## src/rtl/reset_action_pkg.sv

```systemverilog
package reset_action_pkg;
  typedef enum logic [1:0] {
    CMD_BCAST_WR = 2'b00,
    CMD_DIR_WR   = 2'b01,
    CMD_DIR_RD   = 2'b10,
    CMD_RSVD     = 2'b11
  } cmd_kind_e;

  typedef struct packed {
    logic refused;
    logic readback;
  } byte_class_t;
endpackage

```

## src/rtl/ra_byte_classify.sv

```systemverilog
module ra_byte_classify
  import reset_action_pkg::*;
#(
  parameter int W = 8,
  parameter int LAST_ACTION = 2
) (
  input  logic [W-1:0] def_byte,
  output byte_class_t  cls
);
  localparam logic [W-1:0] LAST_A  = W'(LAST_ACTION);
  localparam logic [W-1:0] REF_A   = W'(LAST_ACTION + 1);
  localparam logic [W-1:0] REF_B   = W'(LAST_ACTION + 2);
  localparam logic [W-1:0] TIME_HI = W'(1) << (W - 1);

  always_comb begin
    cls.readback = (def_byte <= LAST_A);
    cls.refused  = (def_byte == REF_A) || (def_byte == REF_B) ||
                   (def_byte == (TIME_HI | REF_A)) ||
                   (def_byte == (TIME_HI | REF_B));
  end
endmodule

```

## src/rtl/ra_action_reg.sv

```systemverilog
module ra_action_reg #(
  parameter int W = 8,
  parameter logic [W-1:0] DEF_ACTION = 8'h01
) (
  input  logic         clk,
  input  logic         rst_n,
  input  logic         bus_we,
  input  logic [W-1:0] bus_byte,
  input  logic         sw_we,
  input  logic [W-1:0] sw_wdata,
  output logic [W-1:0] act_q,
  output logic         upd_q
);
  localparam logic [W-1:0] CLEAR_CODE = '1;

  logic [W-1:0] act_d;
  logic         act_en;

  always_comb begin
    act_en = bus_we | sw_we;
    act_d  = act_q;
    if (bus_we)
      act_d = bus_byte;
    else if (sw_we)
      act_d = (sw_wdata == CLEAR_CODE) ? DEF_ACTION : sw_wdata;
  end

  always_ff @(posedge clk or negedge rst_n) begin
    if (!rst_n) begin
      act_q <= DEF_ACTION;
      upd_q <= 1'b0;
    end else begin
      if (act_en) act_q <= act_d;
      upd_q <= bus_we;
    end
  end


  bus_store_chk: assert property (@(posedge clk) disable iff (!rst_n)
    bus_we |=> (upd_q && act_q == $past(bus_byte)));

  sw_clear_chk: assert property (@(posedge clk) disable iff (!rst_n)
    (sw_we && !bus_we && sw_wdata == CLEAR_CODE) |=> (act_q == DEF_ACTION));

  hold_chk: assert property (@(posedge clk) disable iff (!rst_n)
    (!bus_we && !sw_we) |=> ($stable(act_q) && !upd_q));
endmodule

```

## src/rtl/ra_response.sv

```systemverilog
module ra_response #(
  parameter int W = 8
) (
  input  logic         clk,
  input  logic         rst_n,
  input  logic         take,
  input  logic         is_read,
  input  logic         refused,
  input  logic         readback,
  input  logic [W-1:0] act_q,
  output logic         rsp_vld,
  output logic         rsp_ack,
  output logic [W-1:0] rsp_data
);
  localparam logic [W-1:0] FILL = '1;

  logic         vld_d, ack_d;
  logic [W-1:0] data_d;

  always_comb begin
    vld_d  = take;
    ack_d  = take & ~refused;
    data_d = FILL;
    if (take && is_read && readback) data_d = act_q;
  end

  always_ff @(posedge clk or negedge rst_n) begin
    if (!rst_n) begin
      rsp_vld  <= 1'b0;
      rsp_ack  <= 1'b0;
      rsp_data <= FILL;
    end else begin
      rsp_vld <= vld_d;
      rsp_ack <= ack_d;
      if (take) rsp_data <= data_d;
    end
  end


  rsp_timing_chk: assert property (@(posedge clk) disable iff (!rst_n)
    rsp_vld |-> $past(take));
endmodule

```

## src/rtl/reset_action_ccc.sv

```systemverilog
module reset_action_ccc
  import reset_action_pkg::*;
#(
  parameter int W = 8,
  parameter int LAST_ACTION = 2,
  parameter logic [W-1:0] DEF_ACTION = 8'h01
) (
  input  logic         clk,
  input  logic         rst_n,
  input  logic         cmd_vld,
  input  logic [1:0]   cmd_kind,
  input  logic         cmd_for_me,
  input  logic [W-1:0] cmd_byte,
  input  logic         sw_we,
  input  logic [W-1:0] sw_wdata,
  output logic [W-1:0] act_q,
  output logic         act_upd,
  output logic         rsp_vld,
  output logic         rsp_ack,
  output logic [W-1:0] rsp_data
);
  localparam logic [W-1:0] FILL = '1;

  cmd_kind_e   kind;
  byte_class_t cls;
  logic        is_bcast, is_direct, is_read, take, bus_we;

  always_comb begin
    kind      = cmd_kind_e'(cmd_kind);
    is_bcast  = (kind == CMD_BCAST_WR);
    is_direct = (kind == CMD_DIR_WR) || (kind == CMD_DIR_RD);
    is_read   = (kind == CMD_DIR_RD);
    take      = cmd_vld && (is_bcast || (is_direct && cmd_for_me));
    bus_we    = take && !is_read;
  end

  ra_byte_classify #(.W(W), .LAST_ACTION(LAST_ACTION)) u_cls (
    .def_byte (cmd_byte),
    .cls      (cls)
  );

  ra_action_reg #(.W(W), .DEF_ACTION(DEF_ACTION)) u_reg (
    .clk      (clk),
    .rst_n    (rst_n),
    .bus_we   (bus_we),
    .bus_byte (cmd_byte),
    .sw_we    (sw_we),
    .sw_wdata (sw_wdata),
    .act_q    (act_q),
    .upd_q    (act_upd)
  );

  ra_response #(.W(W)) u_rsp (
    .clk      (clk),
    .rst_n    (rst_n),
    .take     (take),
    .is_read  (is_read),
    .refused  (cls.refused),
    .readback (cls.readback),
    .act_q    (act_q),
    .rsp_vld  (rsp_vld),
    .rsp_ack  (rsp_ack),
    .rsp_data (rsp_data)
  );


  refuse_nack_chk: assert property (@(posedge clk) disable iff (!rst_n)
    (take && cls.refused) |=> (rsp_vld && !rsp_ack));

  fill_read_chk: assert property (@(posedge clk) disable iff (!rst_n)
    (take && is_read && !cls.refused && !cls.readback) |=>
      (rsp_ack && rsp_data == FILL));

  readback_chk: assert property (@(posedge clk) disable iff (!rst_n)
    (take && is_read && cls.readback) |=> (rsp_ack && rsp_data == $past(act_q)));

  ignore_chk: assert property (@(posedge clk) disable iff (!rst_n)
    (cmd_vld && !take && !sw_we) |=> (!rsp_vld && !act_upd && $stable(act_q)));
endmodule

```

## config.mk

```make
export PLATFORM = sky130hd
export DESIGN_NAME = reset_action_ccc
export DESIGN_NICKNAME = d
export VERILOG_FILES = /design/src/rtl/reset_action_pkg.sv /design/src/rtl/ra_byte_classify.sv /design/src/rtl/ra_action_reg.sv /design/src/rtl/ra_response.sv /design/src/rtl/reset_action_ccc.sv
export SDC_FILE = /design/constraint.sdc
export NUM_CORES = 1
export LEC_CHECK = 0
export BUFFER_PORTS_ARGS = -buffer_cell sky130_fd_sc_hd__buf_2
export CAP_MARGIN = 20
export CORE_UTILIZATION = 41
export CTS_CLUSTER_DIAMETER = 50
export DETAILED_ROUTE_END_ITERATION = 6
export GPL_TIMING_DRIVEN = 0
export PLACE_DENSITY = 0.82
export SLEW_MARGIN = 5
export SYNTH_ARGS = -nofsm -noshare
export SYNTH_HDL_FRONTEND = slang
export SYNTH_SLANG_ARGS = --single-unit
```

## constraint.sdc

```tcl
create_clock -name clk -period 0.8 [get_ports clk]
set_input_delay 0.04 -clock clk [delete_from_list [all_inputs] [get_ports clk]]
set_output_delay 0.04 -clock clk [all_outputs]
set_load 0.03 [all_outputs]
```

Word level (Yosys, flattened, before mapping)
Cells that the tools add are included.
{ "word_totals": {"regBits": 19, "inputBits": 23} }
{ "op_classes": {"n_lt_le_gt_ge": 1, "eq_ne": 7, "n_mux": 4, "n_bitwise": 3, "reduce_logical": 14} }
{ "ops": {"columns": ["cell", "n"], "rows": [
  ["8-bit 2-to-1 mux", 4],
  ["8-bit == test (second input constant)", 3],
  ["8-bit by 2-bit == test with 1-bit output (second input constant)", 1],
  ["8-bit by 3-bit == test with 1-bit output (second input constant)", 1],
  ["8-bit by 2-bit <= comparator with 1-bit output (second input constant)", 1],
  ["1-bit logical AND", 5],
  ["1-bit logical OR", 5],
  ["2-bit by 1-bit == test with 1-bit output (second input constant)", 1],
  ["2-bit == test (second input constant)", 1],
  ["2-bit zero test", 1],
  ["2-bit AND reduction", 1],
  ["2-bit nonzero test", 1],
  ["1-bit bitwise AND", 1],
  ["1-bit zero test", 1],
  ["1-bit NOT", 1],
  ["1-bit OR", 1]
]} }

Logic depth before layout (Yosys ltp)
{ "depth": {"word_depth": 8, "ltp_mapped": 7, "mapped_depth_nobuf": 5} }

Hierarchy
From an unflattened synthesis, not the netlist that was laid out.
{ "unflattened": {"hier_cells": 83, "hier_area_um2": 963.4} }
{ "modules_own_cells": {"columns": ["mod", "instances", "cells_each", "area_per_inst_um2"], "rows": [
  ["ra_response", 1, 39, 430.4],
  ["ra_action_reg", 1, 32, 412.9],
  ["ra_byte_classify", 1, 5, 60.1],
  ["reset_action_ccc", 1, 7, 60.1]
]} }

Worst setup path before layout
OpenSTA, ideal clock, no wires.
{ "synth_path": {"kind": "input to register", "startpoint": "in cmd_kind[0]", "endpoint": "reg u_reg.act_q[1]", "t_arrival_ps": 1109, "required_ps": 661, "setup_slack_ps": -449, "stages": 7, "path_cell_list": "inv_1 ha_1 a21o_1 clkbuf_1 nand2b_1 clkbuf_1 a31oi_1"} }
{ "synth_between": {"elab_chain_len": 8} }
{ "synth_rtl": {"columns": ["element", "line_no", "rtl"], "rows": [
  ["start: declaration", "reset_action_ccc.sv:11", "input logic [1:0] cmd_kind,"],
  ["2-bit by 1-bit == test with 1-bit output or 2-bit == test (tied branches)", "reset_action_ccc.sv:31, reset_action_ccc.sv:32", null],
  ["1-bit logical OR", "reset_action_ccc.sv:31", "is_direct = (kind == CMD_DIR_WR) || (kind == CMD_DIR_RD);"],
  ["1-bit logical AND", "reset_action_ccc.sv:33", "take = cmd_vld && (is_bcast || (is_direct && cmd_for_me));"],
  ["1-bit logical OR", "reset_action_ccc.sv:33", null],
  ["1-bit logical AND", "reset_action_ccc.sv:33", null],
  ["1-bit logical AND *", "reset_action_ccc.sv:34", "bus_we = take && !is_read;"],
  ["2-bit nonzero test (no line) or 1-bit OR (tied branches)", null, null],
  ["2-bit AND reduction (no line)", null, null],
  ["end signal: assignment", "ra_action_reg.sv:33", "if (act_en) act_q <= act_d;"],
  ["end: declaration", "ra_action_reg.sv:11", "output logic [W-1:0] act_q,"]
]} }
Mark *: on every way between the ends. The rest lies on a longest branch, timed or not.
A chain may end at the register's enable or synchronous reset.

Final worst setup path
{ "layout_path": {"startpoint": "reg u_rsp.rsp_data[5]", "endpoint": "out rsp_data[5]"} }
{ "layout_rtl": {"columns": ["element", "line_no", "rtl"], "rows": [
  ["start: declaration", "ra_response.sv:13", "output logic [W-1:0] rsp_data"],
  ["start signal: assignment", "ra_response.sv:35", "if (take) rsp_data <= data_d;"],
  ["end: declaration", "reset_action_ccc.sv:20", "output logic [W-1:0] rsp_data"]
]} }
No word-level cell between the ends.

==> metrics <==
routed length per instance approximately 15 um; sum of overflow across all layers after global routing 0; Worst Reg-to-Reg Cells 3; Horiz. Die Dim approximately 51 um; origin of the critical flop-to-flop path u_rsp.rsp_data[5]; Worst Setup Slack post-DPL -0.6550 ns; Final Net Count between 150 and 200; initial standard-cell utilization of the core 43.59%; min Tclk post-route 1.042 ns; cell family with most CP delay flip-flops; most common cell after layout, fill and taps aside sky130_fd_sc_hd__buf_6; Mean Syn Cell Area between 9 and 10 um^2; initial antenna violation count 0; max-cap check violation count 0; register-to-register setup slack -0.17 ns; class of the tightest hold or removal check in2reg; fraction of layout instances using a drive strength above 1 between 60 and 70%; power density relative to cell area between 1000 and 1500 mW/mm^2; Clock Tree Root sky130_fd_sc_hd__clkbuf_4; crit path launch u_rsp.rsp_data[5]; number of buffers inserted by port buffering 40; Post-Synthesis Net Count 124; worst flop-to-flop path endpoint u_rsp.rsp_data[5]; post-synthesis sequential element count 19; type of element launching the critical path flop; number of H-tree levels 1; leak pwr 0.7816 nW; M1 WL 1232 um; Hold Worst Slack around 0.015 ns; # diodes 0; Least-Margin Pin Slew 0.4218 ns; count of pins over their slew limit 0; Worst-path clk slew around 0.11 ns; sum of net half-perimeters after detailed placement 1788 um; netlist area before placement 973.4 um^2; first drt pass iteration count 4; Critical Path Slowest Stage Cell sky130_fd_sc_hd__dfstp_2; amount of wire on met3 after detailed routing slightly below 200 um; result of the run finished, violations left; Routability Congestion 0.7911; CP peak stage delay 0.57 ns; I/O pin count 42; Syn-to-layout area delta 78.15%; RSZ-0062 raised after global routing true; wire length of the first global-routing pass ~4600 um; Starting DRT DRC Count 18; CTS max path bufs 2; failing checks setup timing; Row Count 17; largest fanout on the critical path 2; count of unique library cells instantiated by Yosys 19; highest clock frequency the design can meet 959.8 MHz; sink count of the clock tree 19; worst-case vdd ir drop 1090 uV; number of synthesis warnings 0; category of the most critical setup path reg2out; final cycle utilization of the critical path 130.2%; number of setup violations in the final report 31; commonest cells after routing, fill and taps aside sky130_fd_sc_hd__buf_6, sky130_fd_sc_hd__buf_2, sky130_fd_sc_hd__a31oi_1; wirelength, routed around 2900 um; count of buffering cells on the critical path with inverters included 1; die span in y slightly above 50 um; startpoint of the most critical hold path cmd_byte[0]; via count of the first global-routing pass slightly below 1k; ratio of routed vias to standard cells 5.473; overall track demand over capacity in global routing 24.45%; arrival time of data at the critical path endpoint 1.00 ns; Hold Path Sink u_reg.act_q[0]; share of the yosys chip area belonging to registers 50.00%; Antenna Violating Nets Remaining 0; ranking of synthesized cells by area sky130_fd_sc_hd__dfrtp_1, sky130_fd_sc_hd__dfstp_2, sky130_fd_sc_hd__a31oi_1; final clock skew 0.002370 ns; final worst setup slack -0.2419 ns; DRC violations left 0; total met2 wirelength after detailed routing ~1400 um; required arrival time at the worst endpoint 0.76 ns; number of buffers added by the clock tree synthesis step 3; dominant cell type by area after synthesis sky130_fd_sc_hd__dfrtp_1; TritonCTS clock tree built; maximum number of pins on one net before global-route repair 20; Post-Syn Instances 99; Die Footprint around 0.0026 mm^2; kind of end point of the critical path output pin; final cell utilization of the core 77.65%; headroom to the max-slew limit 71.88%; Std-Cell Core Area 0.002233 mm^2; list of cells traversed by the critical path buf_6; fraction of synthesized cell area taken by the top area cell type 25.71%; Clk Latency, worst-skew pair 0.30 ns; via count 1,029; number of instances on the worst hold path 3; number of hold-slack violations in the final timing report 0; DR top layer met4
[worst register-to-register path, delay by kind of cell, from the launching register on]
| family | cells | cell delay [ns] |
|---|---|---|
| buf+inv | 1 | 0.11 |
| compound gates | 2 | 0.22 |
| flops | 1 | 0.57 |
[per-layer routing]
layer | vias to the layer above | GRT usage [%]
li1 | 486 | -
met1 | 489 | 32.31
met2 | 50 | 41.11
met3 | 4 | 3.030
met4 | 0 | 8.333
met5 | - | 0
[final cells by class]
cell class	instances	area (um^2)
Clock buffer	3	22.52
Inverter	11	56.30
Clock inverter	1	5.005
Sequential cell	19	486.7
Fill cell	140	499.2
Multi-Input combinational cell	65	573.1
Tap cell	28	35.03
Buffer	3	20.02
Timing Repair Buffer	58	535.5
[stage by stage]
step / TNS (ns) / power [mW] / cell area, um^2 / cells
after CTS: -4.585 / 2.445 / 1620 / 185
after global routing: -4.939 / 2.665 / 1734 / 188
after global placement: -10.02 / 1.684 / 1294 / 167
final: -3.897 / 2.550 / 1734 / 188
after floorplan: -5.095 / 1.482 / 1059 / 99
after detailed placement: -10.60 / 1.701 / 1294 / 167
[worst max-delay path by stage]
stage                              endpoint  slack, ns  cells after the start
after floorplan           u_rsp.rsp_data[1]      -0.39                      3
after global placement    u_rsp.rsp_data[6]      -0.62                      4
after detailed placement  u_rsp.rsp_data[5]      -0.65                      4
after CTS                          act_q[0]      -0.23                      1
after global routing            rsp_data[5]      -0.28                      1
final                           rsp_data[5]      -0.24                      1
[Yosys cell counts]
cell type / instances
sky130_fd_sc_hd__buf_2: 2
sky130_fd_sc_hd__mux2i_1: 2
sky130_fd_sc_hd__a21oi_1: 10
sky130_fd_sc_hd__o211ai_1: 7
sky130_fd_sc_hd__clkbuf_1: 4
sky130_fd_sc_hd__ha_1: 2
sky130_fd_sc_hd__nand4_1: 2
sky130_fd_sc_hd__nor3_1: 8
sky130_fd_sc_hd__nand2b_1: 10
sky130_fd_sc_hd__a31oi_1: 15
sky130_fd_sc_hd__and2_1: 2
sky130_fd_sc_hd__dfstp_2: 9
sky130_fd_sc_hd__or4_4: 1
sky130_fd_sc_hd__nor2_1: 1
sky130_fd_sc_hd__a21o_1: 1
sky130_fd_sc_hd__dfrtp_1: 10
sky130_fd_sc_hd__o21a_1: 1
sky130_fd_sc_hd__nor4_4: 1
sky130_fd_sc_hd__inv_1: 11
[state kept, by name, indices dropped and copies added, names as in the netlist]
name,flops
u_rsp.rsp_ack,1
u_rsp.rsp_data,8
u_rsp.rsp_vld,1
u_reg.act_q,8
u_reg.upd_q,1
[repair_timing]
| item | in CTS | in global routing |
|---|---|---|
| setup endpoints to repair | 38 | 36 |
| gates resized for setup | 54 | 21 |
| endpoints found under the hold margin | 19 | 1 |
| setup buffers | 13 | 3 |
| gates cloned | 2 | 0 |
| hold buffers | 1 | 1 |
| pin swaps | 8 | 8 |
[logic make-up after synthesis]
kind of cell             count (synthesis)  share of synthesized area (%)
flip-flops                              19                          50.00
adder cells (fa/ha/maj)                  2                          2.570
AND/OR/NAND/NOR                         25                          16.84
buffers and inverters                   17                          6.812
AO/OA/AOI/OAI                           34                          21.72
multiplexers                             2                          2.057
[power breakdown]
group          switching [mW]  total (mW)  internal [mW]
sequential             0.0601        1.10           1.04
clock                   0.316       0.503          0.187
combinational           0.482       0.950          0.468
total                   0.859        2.55           1.69
Note: power is estimated with default switching activity, not from simulation.
